**src/rtl/tmr_evt_pkg.sv**
```systemverilog
package tmr_evt_pkg;

  // Width of the mask index carried in the strobe struct (up to 16 DMA channels).
  localparam int SEL_W = 4;

  // Counting mode code for down counting; every other code counts upward.
  localparam logic [1:0] MODE_DOWN = 2'b01;

  // Flag positions that do not depend on the unit count.
  localparam int BIT_MAX  = 0;
  localparam int BIT_ZERO = 1;
  localparam int CMP_LO   = 2;

  typedef enum logic [1:0] {
    SEL_FLAG = 2'd0,
    SEL_IE   = 2'd1,
    SEL_MASK = 2'd2,
    SEL_NONE = 2'd3
  } regSel_t;

  // Strobes from control to datapath.
  typedef struct packed {
    logic             flagWr;
    logic             ieWr;
    logic             maskWr;
    logic [SEL_W-1:0] maskIdx;
    logic             maxDmaOk;
    logic             zeroDmaOk;
  } ctrlStrb_t;

endpackage

```
**src/rtl/tmr_evt_ctrl.sv**
```systemverilog
module tmr_evt_ctrl
  import tmr_evt_pkg::*;
#(
  parameter int NUM_DMA = 2,
  parameter int ADDR_W  = 2
) (
  input  logic              regWrEn,
  input  logic [ADDR_W-1:0] regAddr,
  input  logic [1:0]        cntMode,
  output ctrlStrb_t         strb,
  output regSel_t           rdSel
);

  localparam int MASK_LO  = 2;
  localparam int MASK_END = MASK_LO + NUM_DMA;

  regSel_t          sel;
  logic [SEL_W-1:0] idx;

  // Address decode.
  always_comb begin
    sel = SEL_NONE;
    idx = '0;
    if (int'(regAddr) == 0) begin
      sel = SEL_FLAG;
    end else if (int'(regAddr) == 1) begin
      sel = SEL_IE;
    end else if (int'(regAddr) < MASK_END) begin
      sel = SEL_MASK;
      idx = SEL_W'(int'(regAddr) - MASK_LO);
    end
  end

  // Strobe assembly: write qualifiers plus mode-dependent DMA eligibility.
  always_comb begin
    strb.flagWr    = regWrEn && (sel == SEL_FLAG);
    strb.ieWr      = regWrEn && (sel == SEL_IE);
    strb.maskWr    = regWrEn && (sel == SEL_MASK);
    strb.maskIdx   = idx;
    strb.maxDmaOk  = (cntMode != MODE_DOWN);
    strb.zeroDmaOk = (cntMode == MODE_DOWN);
  end

  assign rdSel = sel;

endmodule

```
**src/rtl/tmr_evt_dp.sv**
```systemverilog
module tmr_evt_dp
  import tmr_evt_pkg::*;
#(
  parameter int NUM_UNITS = 2,
  parameter int NUM_DMA   = 2
) (
  input  logic                        clk,
  input  logic                        rstN,
  input  ctrlStrb_t                   strb,
  input  logic [NUM_UNITS-1:0]        evtCmpMatch,
  input  logic [NUM_UNITS-1:0]        evtCapLoad,
  input  logic                        evtCntMax,
  input  logic                        evtCntZero,
  input  logic [2*NUM_UNITS+1:0]      regWrData,
  input  logic [NUM_DMA-1:0]          dmaAck,
  output logic [2*NUM_UNITS+1:0]      flagState,
  output logic [2*NUM_UNITS+1:0]      ieState,
  output logic [2*NUM_UNITS+1:0]      maskSel,
  output logic                        irq,
  output logic [NUM_DMA-1:0]          dmaReq
);

  localparam int FLAG_W = 2 * NUM_UNITS + 2;
  localparam int OVW_LO = CMP_LO + NUM_UNITS;

  logic [FLAG_W-1:0] flagQ;
  logic [FLAG_W-1:0] ieQ;
  logic [FLAG_W-1:0] setVec;
  logic [FLAG_W-1:0] dmaCapable;
  logic [FLAG_W-1:0] eligVec;
  logic [FLAG_W-1:0] w1cVec;
  logic [FLAG_W-1:0] ackClr;
  logic [FLAG_W-1:0] dmaEnAny;
  logic [FLAG_W-1:0] maskArr  [NUM_DMA];
  logic [FLAG_W-1:0] ackPart  [NUM_DMA];

  // Set events and the static set of flags that can serve DMA.
  assign setVec[BIT_MAX]      = evtCntMax;
  assign setVec[BIT_ZERO]     = evtCntZero;
  assign dmaCapable[BIT_MAX]  = 1'b1;
  assign dmaCapable[BIT_ZERO] = 1'b1;

  for (genvar m = 0; m < NUM_UNITS; m++) begin : gUnit
    assign setVec[CMP_LO+m]     = evtCmpMatch[m] | evtCapLoad[m];
    assign setVec[OVW_LO+m]     = evtCapLoad[m] & flagQ[CMP_LO+m];
    assign dmaCapable[CMP_LO+m] = 1'b1;
    assign dmaCapable[OVW_LO+m] = 1'b0;
  end

  // Eligibility this cycle: counter flags qualified by counting mode.
  always_comb begin
    eligVec           = dmaCapable;
    eligVec[BIT_MAX]  = strb.maxDmaOk;
    eligVec[BIT_ZERO] = strb.zeroDmaOk;
  end

  // Per-channel mask register, request level and acknowledge clear set.
  for (genvar k = 0; k < NUM_DMA; k++) begin : gChan
    logic [FLAG_W-1:0] maskR;
    logic              hitWr;

    assign hitWr = strb.maskWr && (strb.maskIdx == SEL_W'(k));

    always_ff @(posedge clk or negedge rstN) begin
      if (!rstN) begin
        maskR <= '0;
      end else if (hitWr) begin
        maskR <= regWrData & dmaCapable;
      end
    end

    assign maskArr[k] = maskR;
    assign dmaReq[k]  = |(flagQ & maskR & eligVec);
    assign ackPart[k] = dmaAck[k] ? (maskR & eligVec) : '0;
  end

  // Reductions across channels.
  always_comb begin
    ackClr   = '0;
    dmaEnAny = '0;
    maskSel  = '0;
    for (int k = 0; k < NUM_DMA; k++) begin
      ackClr   = ackClr | ackPart[k];
      dmaEnAny = dmaEnAny | maskArr[k];
      if (strb.maskIdx == SEL_W'(k)) begin
        maskSel = maskArr[k];
      end
    end
  end

  assign w1cVec = strb.flagWr ? regWrData : '0;

  // Flag register: clears from software and DMA, then sets win.
  always_ff @(posedge clk or negedge rstN) begin
    if (!rstN) begin
      flagQ <= '0;
    end else begin
      flagQ <= (flagQ & ~w1cVec & ~ackClr) | setVec;
    end
  end

  always_ff @(posedge clk or negedge rstN) begin
    if (!rstN) begin
      ieQ <= '0;
    end else if (strb.ieWr) begin
      ieQ <= regWrData;
    end
  end

  // Flags owned by a DMA mask never reach the CPU line.
  assign irq       = |(flagQ & ieQ & ~dmaEnAny);
  assign flagState = flagQ;
  assign ieState   = ieQ;

endmodule

```
**src/rtl/tmr_evt_top.sv**
```systemverilog
module tmr_evt_top
  import tmr_evt_pkg::*;
#(
  parameter int NUM_UNITS = 2,
  parameter int NUM_DMA   = 2
) (
  input  logic                            clk,
  input  logic                            rstN,
  input  logic [1:0]                      cntMode,
  input  logic [NUM_UNITS-1:0]            evtCmpMatch,
  input  logic [NUM_UNITS-1:0]            evtCapLoad,
  input  logic                            evtCntMax,
  input  logic                            evtCntZero,
  input  logic                            regWrEn,
  input  logic [$clog2(NUM_DMA+2)-1:0]    regAddr,
  input  logic [2*NUM_UNITS+1:0]          regWrData,
  output logic [2*NUM_UNITS+1:0]          regRdData,
  output logic                            irq,
  output logic [NUM_DMA-1:0]              dmaReq,
  input  logic [NUM_DMA-1:0]              dmaAck
);

  localparam int FLAG_W = 2 * NUM_UNITS + 2;
  localparam int ADDR_W = $clog2(NUM_DMA + 2);

  ctrlStrb_t         strb;
  regSel_t           rdSel;
  logic [FLAG_W-1:0] flagState;
  logic [FLAG_W-1:0] ieState;
  logic [FLAG_W-1:0] maskSel;

  tmr_evt_ctrl #(
    .NUM_DMA (NUM_DMA),
    .ADDR_W  (ADDR_W)
  ) uCtrl (
    .regWrEn (regWrEn),
    .regAddr (regAddr),
    .cntMode (cntMode),
    .strb    (strb),
    .rdSel   (rdSel)
  );

  tmr_evt_dp #(
    .NUM_UNITS (NUM_UNITS),
    .NUM_DMA   (NUM_DMA)
  ) uDp (
    .clk         (clk),
    .rstN        (rstN),
    .strb        (strb),
    .evtCmpMatch (evtCmpMatch),
    .evtCapLoad  (evtCapLoad),
    .evtCntMax   (evtCntMax),
    .evtCntZero  (evtCntZero),
    .regWrData   (regWrData),
    .dmaAck      (dmaAck),
    .flagState   (flagState),
    .ieState     (ieState),
    .maskSel     (maskSel),
    .irq         (irq),
    .dmaReq      (dmaReq)
  );

  always_comb begin
    unique case (rdSel)
      SEL_FLAG: regRdData = flagState;
      SEL_IE:   regRdData = ieState;
      SEL_MASK: regRdData = maskSel;
      default:  regRdData = '0;
    endcase
  end

endmodule

```
**config.mk**
```make
export PLATFORM = sky130hd
export DESIGN_NAME = tmr_evt_top
export DESIGN_NICKNAME = d
export VERILOG_FILES = /design/src/rtl/tmr_evt_pkg.sv /design/src/rtl/tmr_evt_ctrl.sv /design/src/rtl/tmr_evt_dp.sv /design/src/rtl/tmr_evt_top.sv
export SDC_FILE = /design/constraint.sdc
export NUM_CORES = 1
export LEC_CHECK = 0
export BUFFER_PORTS_ARGS = -buffer_cell sky130_fd_sc_hd__clkbuf_2
export CORE_MARGIN = 10
export CORE_UTILIZATION = 35
export DETAILED_ROUTE_END_ITERATION = 12
export HOLD_SLACK_MARGIN = 0.15
export REMOVE_ABC_BUFFERS = 1
export SYNTH_ARGS = -nofsm -noshare
export SYNTH_HDL_FRONTEND = slang
export SYNTH_SLANG_ARGS = --single-unit
```
**constraint.sdc**
```tcl
create_clock -name clk -period 1.1 [get_ports clk]
set_input_delay 0.165 -clock clk [delete_from_list [all_inputs] [get_ports clk]]
set_output_delay 0.165 -clock clk [all_outputs]
set_load 0.01 [all_outputs]
```
======== Word level (Yosys, flattened, before mapping) ========
Cells that the tools add are included.
Widths: inputs -> output; s select.
storage, ports and cells
  flip-flop bits (word level) ............. 20
  bits in latches ......................... 0
  memory bits (writable) .................. 0
  ROM bits ................................ 0
  input bits .............................. 21
  output and inout port bits .............. 9
  logic and storage cells ................. 52
  memories ................................ 0
operators by class
  add/subtract/negate cells ............... 1
  $mul .................................... 0
  divide/modulo/power cells ............... 0
  magnitude comparators ................... 0
  equality and inequality tests ........... 6
  shift operators ......................... 0
  muxes and demuxes ....................... 10
  bitwise logic cells ..................... 20
  reduce and logical (&&, ||, !) cells .... 11
operators by type and width
  operator             number
  $and 6x4->6          4
  $and 6x6->6          4
  $mux 6               4
  $not 6->6            3
  $pmux 6 s3           1
  $reduce_or 6->1      3
  $mux 4               3
  $or 6x6->6           2
  $and 4x4->4          2
  $logic_and 1x1->1    5
  $eq 2x1->1 const B   2
  $eq 2x2->1 const B   2
  $eq 4x1->1 const B   1
  $logic_not 2->1      2
  $logic_not 4->1      1
  $mux 2               2
  $or 4x4->4           1
  $sub 2x2->3 const B  1
  $and 1x1->1          2
  $ne 2x1->1 const B   1
  $or 1x1->1           2

======== Depth between registers and ports, before layout ========
  word-level depth ........................ 10
  gate-level depth with buffers ........... 4
  depth with buffers taken out ............ 3

======== Hierarchy ========
Synthesis repeated with hierarchy kept, for this count alone.
second synthesis, totals
  cells, all modules ...................... 110
  area total of the unflattened synthesis .. 1212.4 sq um
by module, submodules not included
  module        times used  cells an instance  area each (sq um)  sequential area each (sq um)
  tmr_evt_dp    1           84                 1001.0             500.5
  tmr_evt_top   1           14                 133.9              0.0
  tmr_evt_ctrl  1           12                 77.6               0.0

======== Least setup slack after synthesis ========
OpenSTA, ideal clock, no wires.
  kind .................................... register to output
  from .................................... register uDp.gChan[0].maskR[0]
  to ...................................... output regRdData[0]
  arrival ................................. 0.941 ns
  setup slack ............................. -0.006 ns
  stages on the path, launching flop included .. 2
  path buffers ............................ 0
  cell sequence ........................... dfrtp_1 -> mux4_1
between the ends
  cells in the longest elaborated chain, start to end .. 3
RTL lines
  element                 line               text
  from (decl)             tmr_evt_dp.sv:59   logic [FLAG_W-1:0] maskR;
  from (signal assigned)  tmr_evt_dp.sv:68   maskR <= regWrData & dmaCapable;
  $mux 4                  tmr_evt_dp.sv:85   if (strb.maskIdx == SEL_W'(k)) begin
  $mux 6                  tmr_evt_dp.sv:85
  $pmux 6 s3              tmr_evt_top.sv:64  unique case (rdSel)
  to (decl)               tmr_evt_top.sv:17  output logic [2*NUM_UNITS+1:0] regRdData,
Every way passes these cells.

======== Final worst setup path ========
  from .................................... register uDp.gChan[1].maskR[0]
  to ...................................... output irq
between the ends
  cells in the longest elaborated chain, start to end .. 4
RTL lines
  element                 line               text
  from (decl)             tmr_evt_dp.sv:59
  from (signal assigned)  tmr_evt_dp.sv:68
  $or 4x4->4              tmr_evt_dp.sv:84   dmaEnAny = dmaEnAny | maskArr[k];
  $not 6->6               tmr_evt_dp.sv:111  assign irq = |(flagQ & ieQ & ~dmaEnAny);
  $and 6x6->6             tmr_evt_dp.sv:111
  $reduce_or 6->1         tmr_evt_dp.sv:111
  to (decl)               tmr_evt_top.sv:18  output logic irq,
Every way passes these cells.

==> impl_metrics.toml <==
[run_status]
status = "finished with violations"
violations = "negative setup slack"

[routing]
routed_wl_um = 3110
antenna_left = 0
firstDrtPassIters = 4
drtIter0Drc = 59
drc = 0
num_vias = 979
wl_per_cell_um = 16.6
viasPerCell = 5.24

[layout]
finalInstanceArea_sq_um = 1660
drive_gt1_share_pct = 56.5
layout.cells.non_filler = 187
num-nets-final = 176
num_antenna_cells = 0
area_growth_pct = 53.8

[setup_path]
rrSetupSlack_ps = -150
crit_required_ps = 940
path_class = "flop to output pin"
cp-start-kind = "flop"
end_kind = "output pin"
crit_fanout = 4
critical_path_arrival_ps = 1450

[sta]
rsz0062_at_grt = "yes"
whs_ps = 337
finalHoldViolations = 0
skew_ps = 1.22
report.final.slew_viol_count = 0
slew_headroom_pct = 66.3
fin_crit_sh_pct = 147
timing.fmax_ghz = 0.620
setup_viol = 11
tightest_slew_ps = 505
setup_slack_ps = -513
layout_min_cycle_time_ps = 1610

[logic_synthesis]
yosys_warnings = 0
synth_top_area_cell = "dfrtp_1"
synth_top_area_share_pct = 46.2
synth_area_leaders = "dfrtp_1, mux2_2, mux4_1"
ys.flop_type = "dfrtp_1"
yosysMostFrequentCell = "dfrtp_1"
ys_seq_area_share_pct = 46.2
async_flop_share_pct = 100
synth_edf_count = 0
synth_common_cells = "dfrtp_1, mux2_2, nand2_1"
netlist_area_sq_um = 1080
syn_inst = 82
ys_ff_latch = 20
syn_avg_cell_area_sq_um = 13.2
ys_types = 20

[placed_design]
hpwl_um = 2360
io_buffers = 29
gp_congestion = 0.809
dp_cells = 166
place_area_sq_um = 1430

[global_routing]
grt_pass1_vias = 1037
grt_max_degree = 21
antenna_found_initial = 0
grt_overflow_total = 0
track_usage_pct = 11.4
grt_pass1_wl_um = 5060

[cts]
cts_sinks = 20
clock_latency_ps = 300
cts_tree = "built"
htree_levels = 1
cts.path.max_buffers = 2
clk_pin_slew_ps = 120
cts_buffers = 3
root_buffer = "clkbuf_4"

[power_and_ir_drop]
vdd_ir_drop_max_mv = 0.814
powerDensity_nw_per_um2 = 1420
p_leak_nw = 0.753

[floorplan]
core_area_sq_um = 3000
pin_count = 30
die_h_um = 75.6
rows = 20
die_area_sq_um = 5720
die_x_um = 75.6
start_util_pct = 36.0

[min_path]
min_path_type = "primary input to asynchronous set/reset pin"

[job]
cap_violations = 0
[kinds of logic (layout without fill, tap and decap cells)]
group	count (synthesis)	in the layout	synth area share [%]
muxes	20	20	26.1
and+or+nand+nor	25	25	14.0
buffers and inverters	2	74	2.08
AOI/OAI and AO/OA	15	15	11.6
DFF	20	20	46.2
[sequential cells by signal (all words and copies together), names as in the netlist]
signal	cells
uDp.gChan.maskR	8
uDp.flagState	6
uDp.ieState	6
[metrics by stage]
step	setup slack [ps]	util [%]	total power [mW]	setup TNS [ps]
finish	-513	55.4	2.37	-3490
global placement	-231	47.5	1.62	-2660
global route	-567	55.4	2.49	-4070
floorplan	-5.76	-	1.26	-21.8
CTS	-458	54.3	2.34	-3280
detailed placement	-246	47.5	1.64	-3100
[routing by layer]
layer	global-route usage, %	part of all wire, %
met3	2.34	5.0
met2	19.2	52
met5	0	0
met4	3.92	1.5
met1	14.1	41
[report_power, final]
group | leakage (nW) | internal [mW] | switching, mW | total [mW]
sequential | 0.223 | 0.849 | 0.108 | 0.957
clock | 0.0279 | 0.368 | 0.239 | 0.607
combinational | 0.502 | 0.497 | 0.304 | 0.801
[layout by cell type (no fill, tap or decap), types with 2 or more instances in the layout]
master,synthesis,final
a22oi_1,5,3
mux2_2,14,14
buf_2,0,2
buf_6,2,4
a311o_1,2,2
clkbuf_2,0,27
a31o_2,2,2
nor4bb_1,4,2
nor2_1,2,2
nor4bb_2,0,2
dlygate4sd3_1,0,13
a22oi_2,0,2
clkbuf_4,0,3
nand3_1,3,3
o211ai_1,2,2
a22o_1,3,3
buf_4,0,24
mux2i_1,2,2
nand3b_1,2,2
dfrtp_1,20,20
mux4_2,0,4
nand2_1,10,10
[critical path, cell delays in order (launching register included)]
cell and delay (ps):
dfrtp_1 450, nor4bb_2 370, nor3_1 120, nand2_1 80, clkbuf_2 130
[path summary, 6_finish.rpt]
| kind | from | to | cells after the start |
|---|---|---|---|
| worst max-delay path | uDp.gChan[1].maskR[0] | irq | 4 |
| max in group asynchronous | rstN | uDp.flagState[1] | 2 |
| worst max register to register | uDp.gChan[1].maskR[0] | uDp.flagState[0] | 6 |
| min in group clk | regAddr[0] | uDp.flagState[2] | 4 |
| worst min-delay path | rstN | uDp.ieState[2] | 2 |
| worst min register to register | uDp.ieState[3] | uDp.ieState[3] | 1 |
[what timing repair did]
item,4_1_cts,5_1_grt
hold buffers,12,1
hold endpoints to repair,36,1
setup endpoints to repair,10,11
setup buffers,3,2
gates resized for setup,9,6
pin swaps,5,4
[cell type report]
cell class / instances / area [sq um]
clock buffers: 3 / 22.5
fillers: 269 / 1340
flip-flops and latches: 20 / 500
multi-input cells: 60 / 569
well taps: 33 / 41.3
clock inverters: 1 / 30.0
repair buffers: 70 / 500
No activity file was read; power rests on OpenSTA's default activity.
